==> config.mk <==
export PLATFORM = sky130hd
export DESIGN_NAME = wprot_ctrl
export DESIGN_NICKNAME = d
export VERILOG_FILES = /design/src/rtl/wprot_pkg.sv /design/src/rtl/wprot_region_guard.sv /design/src/rtl/wprot_enable_latch.sv /design/src/rtl/wprot_cycle_timer.sv /design/src/rtl/wprot_ctrl.sv
export SDC_FILE = /design/constraint.sdc
export NUM_CORES = 1
export LEC_CHECK = 0
export CAP_MARGIN = 40
export CORE_AREA = 2 2 39 41
export CTS_BUF_LIST = sky130_fd_sc_hd__clkbuf_2 sky130_fd_sc_hd__clkbuf_4 sky130_fd_sc_hd__clkbuf_8
export DETAILED_ROUTE_END_ITERATION = 7
export DIE_AREA = 0 0 41 43
export DONT_BUFFER_PORTS = 1
export PLACE_DENSITY = 0.64
export SKIP_LAST_GASP = 1
export SYNTH_ARGS = -nofsm -noshare
export SYNTH_HDL_FRONTEND = slang
export SYNTH_SLANG_ARGS = --single-unit
export TNS_END_PERCENT = 5
==> constraint.sdc <==
create_clock -name clk -period 2.72 [get_ports clk]
set_input_delay 0.68 -clock clk [delete_from_list [all_inputs] [get_ports clk]]
set_output_delay 0.68 -clock clk [all_outputs]
set_load 0.02 [all_outputs]
==> src/rtl/wprot_pkg.sv <==
// Shared types for the write guard: command kinds and the instruction decoder.
// Assumes the instruction byte is delivered whole by the serial front end.
package wprot_pkg;

    localparam int STAT_W = 8;

    typedef enum logic [2:0] {
        OPK_NONE,
        OPK_READ,
        OPK_WRITE,
        OPK_CLR_EN,
        OPK_SET_EN,
        OPK_RD_STAT,
        OPK_WR_STAT
    } op_kind_e;

    // Map an instruction byte to a command kind; bit 3 is a don't-care.
    function automatic op_kind_e decode_op(input logic [7:0] b);
        op_kind_e k;
        k = OPK_NONE;
        if (b[7:4] == 4'h0) begin
            case (b[2:0])
                3'b011:  k = OPK_READ;
                3'b010:  k = OPK_WRITE;
                3'b100:  k = OPK_CLR_EN;
                3'b110:  k = OPK_SET_EN;
                3'b101:  k = OPK_RD_STAT;
                3'b001:  k = OPK_WR_STAT;
                default: k = OPK_NONE;
            endcase
        end
        return k;
    endfunction

endpackage

==> src/rtl/wprot_region_guard.sv <==
// Combinational decode of the protect field against an address.
// Protected windows are the top quarter, top half or the whole space,
// so ADDR_W must be at least 2.
module wprot_region_guard #(
    parameter int ADDR_W = 8
) (
    input  logic [ADDR_W-1:0] addr_i,
    input  logic [1:0]        bp_i,
    output logic              locked_o
);

    logic top_half;
    logic top_quarter;

    generate
        if (ADDR_W >= 2) begin : g_wide
            assign top_half    = addr_i[ADDR_W-1];
            assign top_quarter = &addr_i[ADDR_W-1 -: 2];
        end else begin : g_narrow
            assign top_half    = addr_i[0];
            assign top_quarter = addr_i[0];
        end
    endgenerate

    // Select the protected window from the two-bit field.
    always_comb begin
        case (bp_i)
            2'b00:   locked_o = 1'b0;
            2'b01:   locked_o = top_quarter;
            2'b10:   locked_o = top_half;
            default: locked_o = 1'b1;
        endcase
    end

endmodule

==> src/rtl/wprot_enable_latch.sv <==
// Write-enable latch. The pin low wins over everything; a clear request wins
// over a set request. Assumes requests are single-cycle pulses.
module wprot_enable_latch (
    input  logic clk,
    input  logic rst_n,
    input  logic set_i,
    input  logic clr_i,
    input  logic pin_ok_i,
    output logic wel_o
);

    // Update the latch from pin level and command pulses.
    always_ff @(posedge clk) begin
        if (!rst_n)          wel_o <= 1'b0;
        else if (!pin_ok_i)  wel_o <= 1'b0;
        else if (clr_i)      wel_o <= 1'b0;
        else if (set_i)      wel_o <= 1'b1;
    end

    p_pin_clears_r5: assert property (@(posedge clk) disable iff (!rst_n)
        !pin_ok_i |=> !wel_o);

    p_set_takes_r4: assert property (@(posedge clk) disable iff (!rst_n)
        (set_i && pin_ok_i && !clr_i) |=> wel_o);

    p_clr_takes_r9: assert property (@(posedge clk) disable iff (!rst_n)
        clr_i |=> !wel_o);

endmodule

==> src/rtl/wprot_cycle_timer.sv <==
// Internal write-cycle timer: busy for CYCLES clocks after a start pulse.
// Assumes start is never raised while busy; the pin does not reach here.
module wprot_cycle_timer #(
    parameter int CYCLES = 16
) (
    input  logic clk,
    input  logic rst_n,
    input  logic start_i,
    output logic busy_o
);

    localparam int CNT_W = $clog2(CYCLES + 1);

    logic [CNT_W-1:0] cnt_q;

    // Load on start, count down to zero otherwise.
    always_ff @(posedge clk) begin
        if (!rst_n)             cnt_q <= '0;
        else if (start_i)       cnt_q <= CNT_W'(CYCLES);
        else if (cnt_q != '0)   cnt_q <= cnt_q - 1'b1;
    end

    assign busy_o = (cnt_q != '0);

    p_start_busy_r9: assert property (@(posedge clk) disable iff (!rst_n)
        start_i |=> busy_o);

    p_cnt_bound_r9: assert property (@(posedge clk) disable iff (!rst_n)
        cnt_q <= CNT_W'(CYCLES));

    p_no_restart_r12: assert property (@(posedge clk) disable iff (!rst_n)
        start_i |-> !busy_o);

    p_runs_on_r10: assert property (@(posedge clk) disable iff (!rst_n)
        (cnt_q > 1 && !start_i) |=> busy_o);

endmodule

==> src/rtl/wprot_ctrl.sv <==
// Status register and write guard for a serial memory. Judges each closed
// frame from the front end, keeps the enable latch, protect field and busy
// flag, and returns grant/deny one cycle after the frame closes.
// Assumes frame_end_i is a one-cycle pulse per chip-select rise.
module wprot_ctrl #(
    parameter int ADDR_W       = 8,
    parameter int BITS_W       = 12,
    parameter int WRITE_CYCLES = 16
) (
    input  logic              clk,
    input  logic              rst_n,
    input  logic              frame_end_i,
    input  logic [7:0]        frame_op_i,
    input  logic [BITS_W-1:0] frame_bits_i,
    input  logic [ADDR_W-1:0] frame_addr_i,
    input  logic [7:0]        frame_data_i,
    input  logic              hw_wr_allow_i,
    output logic              grant_o,
    output logic              deny_o,
    output logic [7:0]        status_o
);
    import wprot_pkg::*;

    localparam logic [BITS_W-1:0] ONE_BYTE  = BITS_W'(8);
    localparam logic [BITS_W-1:0] TWO_BYTES = BITS_W'(16);
    localparam logic [BITS_W-1:0] MIN_WRITE = BITS_W'(24);
    localparam logic [1:0]        BP_RESET  = 2'b01;

    op_kind_e   op;
    logic       len_one, len_two, len_write;
    logic       set_req, clr_req, wr_req, allow;
    logic       grant_d, deny_d;
    logic       wel, busy, locked;
    logic [1:0] bp_q;

    // Classify the closing frame.
    always_comb begin
        op        = decode_op(frame_op_i);
        len_one   = (frame_bits_i == ONE_BYTE);
        len_two   = (frame_bits_i == TWO_BYTES);
        len_write = (frame_bits_i >= MIN_WRITE) && (frame_bits_i[2:0] == 3'b000);
        set_req   = frame_end_i && (op == OPK_SET_EN) && len_one;
        clr_req   = frame_end_i && (op == OPK_CLR_EN) && len_one;
        wr_req    = frame_end_i && ((op == OPK_WRITE) || (op == OPK_WR_STAT));
    end

    // Decide whether a write or status write may proceed.
    always_comb begin
        allow = wel && hw_wr_allow_i && !busy;
        if (op == OPK_WRITE) allow = allow && len_write && !locked;
        else                 allow = allow && len_two;
        grant_d = wr_req && allow;
        deny_d  = wr_req && !allow;
    end

    wprot_region_guard #(.ADDR_W(ADDR_W)) u_guard (
        .addr_i   (frame_addr_i),
        .bp_i     (bp_q),
        .locked_o (locked)
    );

    wprot_enable_latch u_latch (
        .clk      (clk),
        .rst_n    (rst_n),
        .set_i    (set_req),
        .clr_i    (clr_req || grant_d),
        .pin_ok_i (hw_wr_allow_i),
        .wel_o    (wel)
    );

    wprot_cycle_timer #(.CYCLES(WRITE_CYCLES)) u_timer (
        .clk     (clk),
        .rst_n   (rst_n),
        .start_i (grant_d),
        .busy_o  (busy)
    );

    // Register the verdict pulses.
    always_ff @(posedge clk) begin
        if (!rst_n) begin
            grant_o <= 1'b0;
            deny_o  <= 1'b0;
        end else begin
            grant_o <= grant_d;
            deny_o  <= deny_d;
        end
    end

    // Protect field: reset default, loaded by a granted status write.
    always_ff @(posedge clk) begin
        if (!rst_n)
            bp_q <= BP_RESET;
        else if (grant_d && (op == OPK_WR_STAT))
            bp_q <= frame_data_i[3:2];
    end

    assign status_o = {4'b0000, bp_q, wel, busy};

    p_one_verdict_r7: assert property (@(posedge clk) disable iff (!rst_n)
        !(grant_o && deny_o));

    p_grant_busy_r9: assert property (@(posedge clk) disable iff (!rst_n)
        grant_o |-> status_o[0]);

    p_grant_pin_r5: assert property (@(posedge clk) disable iff (!rst_n)
        grant_o |-> $past(hw_wr_allow_i));

    p_grant_unlocked_r6: assert property (@(posedge clk) disable iff (!rst_n)
        (grant_o && $past(op == OPK_WRITE)) |-> !$past(locked));

    p_deny_idle_r11: assert property (@(posedge clk) disable iff (!rst_n)
        (deny_o && !$past(busy)) |-> !status_o[0]);

    p_deny_keeps_bp_r11: assert property (@(posedge clk) disable iff (!rst_n)
        deny_o |-> $stable(bp_q));

    p_hi_nibble_r1: assert property (@(posedge clk) disable iff (!rst_n)
        status_o[7:4] == 4'h0);

endmodule

# ---- After elaboration in Yosys (flattened, before gate mapping)
# Cells that the tools add are included.
dict set report word_totals {
  ff_bits 10
  in_bits 40
  output_inout_bits 10
  elab_cells 57
}
dict set report op_classes {
  add_sub_neg 1
  magnitude_cmp 1
  eq_ne 14
  muxes 6
  bitwise 2
  n_reduce_logical 27
}
# operator count
set ops {}
lappend ops {{3-bit case mux with 6 select lines} 1}
lappend ops {{3-bit equality test (second input constant)} 5}
lappend ops {{1-bit logical AND} 14}
lappend ops {{12-bit by 4-bit equality test with 1-bit output (second input constant)} 1}
lappend ops {{12-bit by 5-bit equality test with 1-bit output (second input constant)} 1}
lappend ops {{3-bit by 2-bit equality test with 1-bit output (second input constant)} 4}
lappend ops {{12-bit by 5-bit greater-or-equal comparator with 1-bit output (second input constant)} 1}
lappend ops {{5-bit two-way mux} 2}
lappend ops {{5-bit nonzero test} 1}
lappend ops {{5-bit by 1-bit subtractor with 5-bit output (second input constant)} 1}
lappend ops {{4-bit logical NOT} 1}
lappend ops {{3-bit by 1-bit equality test with 1-bit output (second input constant)} 1}
lappend ops {{1-bit logical NOT} 3}
lappend ops {{3-bit logical NOT} 1}
lappend ops {{3-bit two-way mux} 1}
lappend ops {{1-bit case mux with 3 select lines} 1}
lappend ops {{3-bit OR reduction} 1}
lappend ops {{2-bit by 1-bit equality test with 1-bit output (second input constant)} 1}
lappend ops {{2-bit equality test (second input constant)} 1}
lappend ops {{2-bit logical NOT} 1}
lappend ops {{1-bit logical OR} 2}
lappend ops {{1-bit NOT} 2}
lappend ops {{2-bit AND reduction} 1}
lappend ops {{2-bit nonzero test} 1}
lappend ops {{2 further kinds} 2}

# ---- Longest topological paths before layout
dict set report depth {
  ltp_word 9
  ltp_mapped 7
  ltp_nobuf 7
}

# ---- Modules after synthesis
# Synthesis repeated with hierarchy kept, for this count alone.
dict set report hier_totals {
  cells_unflattened 79
  hier_area_um2 670.6
}
# module instances cells_per_inst area_per_inst_um2 seq_area_each_um2
set modules_own_cells {}
lappend modules_own_cells {wprot_ctrl 1 48 384.1 80.1}
lappend modules_own_cells {wprot_cycle_timer 1 24 235.2 100.1}
lappend modules_own_cells {wprot_enable_latch 1 4 37.5 20.0}
lappend modules_own_cells {wprot_region_guard 1 3 13.8 0.0}

# ---- Least setup slack after synthesis
# No wires, ideal clock.
dict set report synth_path {
  path_kind {in2reg}
  startpoint {in frame_op_i[5]}
  endpoint {reg u_timer.cnt_q[4]}
  setup_time_ns 0.120
  t_arrival_ns 2.050
  required_time_ns 2.600
  slack_ns 0.550
  cell_stages 5
  n_path_buf 0
  cell_sequence {or4_4 > o2111a_1 > a31oi_2 > a211oi_2 > o31a_1}
}
dict set report synth_via {
  elab_chain_len 7
  elab_cells_between_ends 10
  classes_between {eq/ne (2); mux (3); reduce/logical (5)}
}
# element line_no
set synth_rtl {}
lappend synth_rtl {{start: declaration} wprot_ctrl.sv:13} ;# input logic [7:0] frame_op_i,
lappend synth_rtl {{4-bit logical NOT (*)} wprot_pkg.sv:21} ;# if (b[7:4] == 4'h0) begin
lappend synth_rtl {{3-bit two-way mux (*)} wprot_pkg.sv:21}
lappend synth_rtl {{3-bit by 2-bit equality test with 1-bit output or 3-bit equality test (tied branches)} {wprot_ctrl.sv:44, wprot_ctrl.sv:50}}
lappend synth_rtl {{1-bit logical OR} wprot_ctrl.sv:44} ;# wr_req = frame_end_i && ((op == OPK_WRITE) || (op == OPK_WR_STAT));
lappend synth_rtl {{1-bit logical AND} wprot_ctrl.sv:44}
lappend synth_rtl {{1-bit logical AND (*)} wprot_ctrl.sv:52} ;# grant_d = wr_req && allow;
lappend synth_rtl {{5-bit two-way mux or 2-bit nonzero test (tied branches)} n/a}
lappend synth_rtl {{end signal: assignment} wprot_cycle_timer.sv:19} ;# else if (start_i) cnt_q <= CNT_W'(CYCLES);
lappend synth_rtl {{end signal: assignment} wprot_cycle_timer.sv:20} ;# else if (cnt_q != '0) cnt_q <= cnt_q - 1'b1;
lappend synth_rtl {{end: declaration} wprot_cycle_timer.sv:14} ;# logic [CNT_W-1:0] cnt_q;
# Every way passes the cells marked *; elsewhere a longest branch is shown, timed or not.
# A chain may end at the register's enable or synchronous reset.

# ---- Worst setup path after layout
dict set report layout_path {
  startpoint {reg u_timer.cnt_q[0]}
  endpoint {reg bp_q[0]}
}
dict set report layout_via {
  elab_chain_len 8
  elab_cells_between_ends 9
  classes_between {mux (1); reduce/logical (8)}
}
# element line_no
set layout_rtl {}
lappend layout_rtl {{5-bit nonzero test (*)} wprot_cycle_timer.sv:23} ;# assign busy_o = (cnt_q != '0);
lappend layout_rtl {{1-bit logical NOT (*)} wprot_ctrl.sv:49} ;# allow = wel && hw_wr_allow_i && !busy;
lappend layout_rtl {{1-bit logical AND (*)} wprot_ctrl.sv:49}
lappend layout_rtl {{1-bit logical AND (2 in series)} wprot_ctrl.sv:50} ;# if (op == OPK_WRITE) allow = allow && len_write && !locked;
lappend layout_rtl {{1-bit two-way mux (*)} wprot_ctrl.sv:50}
lappend layout_rtl {{1-bit logical AND (*)} wprot_ctrl.sv:52}
lappend layout_rtl {{1-bit logical AND (*)} wprot_ctrl.sv:93} ;# else if (grant_d && (op == OPK_WR_STAT))
lappend layout_rtl {{end signal: assignment} wprot_ctrl.sv:94} ;# bp_q <= frame_data_i[3:2];
lappend layout_rtl {{end: declaration} wprot_ctrl.sv:34} ;# logic [1:0] bp_q;
# Marked as above.

==> qor.yml <==
run_status:
  status: "finished, final reports clean"
timing:
  rsz0062_at_grt: "false"
  fin_crit_sh_pct: 77.2
  finalSetupViolCount: 0
  fin_crit_ns: 2.10
  finalMaxSlewViolations: 0
  hold_ws_ns: 0.527
  skew_ns: 0.00620
  hold_viol_final: 0
  setup_tns_ns: 0
  max_freq_mhz: 476
job:
  drv_cap: 0
worst_setup_path:
  worst-path-max-fanout: 3
  critPathRequiredTime_ns: 2.91
  cp_slowest_stage_delay_ns: 0.44
  cp-start-kind: "flip-flop"
  path_buf_inv: 1
  path_class: "reg -> reg"
  cp_top_family: "simple AND/OR/NAND/NOR gates"
  critPathArrivalTime_ns: 2.29
  slowest_stage: "or4_1"
  cp-end-kind: "flip-flop"
  worstPathCellList: "inv_1 -> ha_1 -> nor4b_2 -> nand4_1 -> or4_1 -> a21oi_1 -> mux2i_1"
logic_synthesis:
  yosysUniqueCellTypes: 33
  synth-seq-area-share_pct: 30.5
  ys_warn_count: 0
  synthArstFlopShare_pct: 0
  synthTopCellsByArea: "dfxtp_1 (30%), buf_4 (6.9%), nand2_1 (6.9%)"
  yosysTopAreaCellShare_pct: 30.5
  synthCells: 81
  synth_top_area_cell: "dfxtp_1"
  ys.flop_type: "dfxtp_1"
  synth_edf_count: 0
  avgSynthCellArea_um2: 8.11
  synth-seq-cells: 10
  synth_area_um2: 657
route:
  vias: 549
  wirelength_um: 1240
  via_per_inst: 5.66
  drc: 0
  drt-initial-drc-count: 4
  wire_per_inst_um: 12.7
  final_antenna_net_count: 0
  drt-pass1-iter-count: 2
floorplan:
  start_util_pct: 47.5
  die_h_um: 43
  die_area_mm2: 0.00176
  fp-row-count: 14
  core_area_mm2: 0.00138
  die_w_um: 41
  io_pins: 50
final_layout:
  multi_input_area_um2: 408
  n_antenna_cell: 0
  regArea_um2: 200
  drive_above_1_share_pct: 11.1
  synthToLayoutAreaGrowth_pct: 2.86
  nFillCells: 140
  utilization_pct: 48.8
  fin_nets: 124
cts:
  cts_root_buf: "clkbuf_4"
  postCtsSetupRepairBufs: 0
  cts_max_level: 1
  clockBufferDepth: 2
  cts.sinks: 10
  clk_latency_ns: 0.27
  cts_tree: "yes"
  clk_pin_slew_ns: 0.07
  cts_buffers: 3
  postCtsHoldBufs: 0
  cts_resized: 0
pwr:
  ir_drop_mv: 0.254
  cellLeakagePower_nw: 0.239
  p_per_area_mw_per_mm2: 436
placement:
  gp_congestion: 0.734
  dp.final_hpwl_um: 1020
  numPortBuffers: 0
global_routing:
  grt_pass1_vias: 527
  grt_pass1_wl_um: 1870
  grt_max_degree: 12
  overflow: 0
  grt_usage_pct: 16.3
  antenna_found_initial: 0
hold_path:
  min_path_type: "in -> reg"
-- cell usage in the layout, fill, tap and decap left out, drive strengths merged, types with 3 or more instances in the layout --
cell type   n
inv         3
clkbuf      4
mux2i       3
nor3        6
conb        4
dfxtp      10
nor2        7
nand2      12
nor2b       3
-- sequential cells by signal, indices dropped and copies added (netlist names) --
| signal | flops |
|---|---|
| bp_q | 2 |
| deny_o | 1 |
| grant_o | 1 |
| u_latch.wel_o | 1 |
| u_timer.cnt_q | 5 |
-- layer usage --
layer	track usage, %	share of wire, %	vias to the layer above
met3	5.76	10	4
met4	12.0	2.3	0
met5	0	0	-
met1	16.9	42	240
met2	25.3	45	27
li1	-	-	278
-- cells by family (layout without fill, tap and decap cells) --
kind of cell / count (synthesis) / after routing / synth area share [%]
xor+xnor: 2 / 2 / 2.67
other cells: 1 / 4 / 0.571
mux: 3 / 3 / 4.57
fa+ha+maj: 2 / 2 / 3.81
buf+inv: 10 / 7 / 9.14
simple gates: 42 / 42 / 34.7
compound gates: 11 / 11 / 14.1
flops: 10 / 10 / 30.5
-- metrics by stage --
| stage | instances | area (µm²) | setup WS, ns | power (W) |
|---|---|---|---|---|
| after global routing | 97 | 676 | 0.422 | 0.000308 |
| after global placement | 93 | 639 | 0.479 | 0.000164 |
| after floorplan | 84 | 668 | 0.550 | 0.000169 |
| after CTS | 97 | 676 | 0.605 | 0.000299 |
| final | 97 | 676 | 0.620 | 0.000294 |
| after detailed placement | 93 | 639 | 0.466 | 0.000165 |
-- final cells by class --
class | instances | share of cell area, %
multi-input cells | 64 | 60.4
flip-flops and latches | 10 | 29.6
clock buffers | 4 | 5.37
well taps | 16 | 2.96
inverters | 3 | 1.67
-- cells in the mapped netlist, drive strengths merged, types with 3 or more instances --
cell type / n
inv: 3
nor3: 6
buf: 6
mux2i: 3
nor2: 7
nor2b: 3
nand2: 12
dfxtp: 10
-- report_power, final --
group | internal (W) | total (W) | switching [W]
Clock | 0.0000813 | 0.000133 | 0.0000519
Combinational | 0.00000566 | 0.0000148 | 0.00000917
Sequential | 0.000146 | 0.000146 | 0.0000000731
Total | 0.000233 | 0.000294 | 0.0000612
-- path summary, 6_finish.rpt --
| kind | slack [ns] | start | end | cells past startpoint |
|---|---|---|---|---|
| worst max-delay path | 0.62 | u_timer.cnt_q[0] | bp_q[0] | 7 |
| worst min-delay path | 0.53 | rst_n | deny_o | 2 |
| worst max register to register | 0.62 | u_timer.cnt_q[0] | bp_q[0] | 7 |
| worst min register to register | 0.56 | u_timer.cnt_q[0] | u_timer.cnt_q[0] | 3 |
No activity file was read; power rests on OpenSTA's default activity.
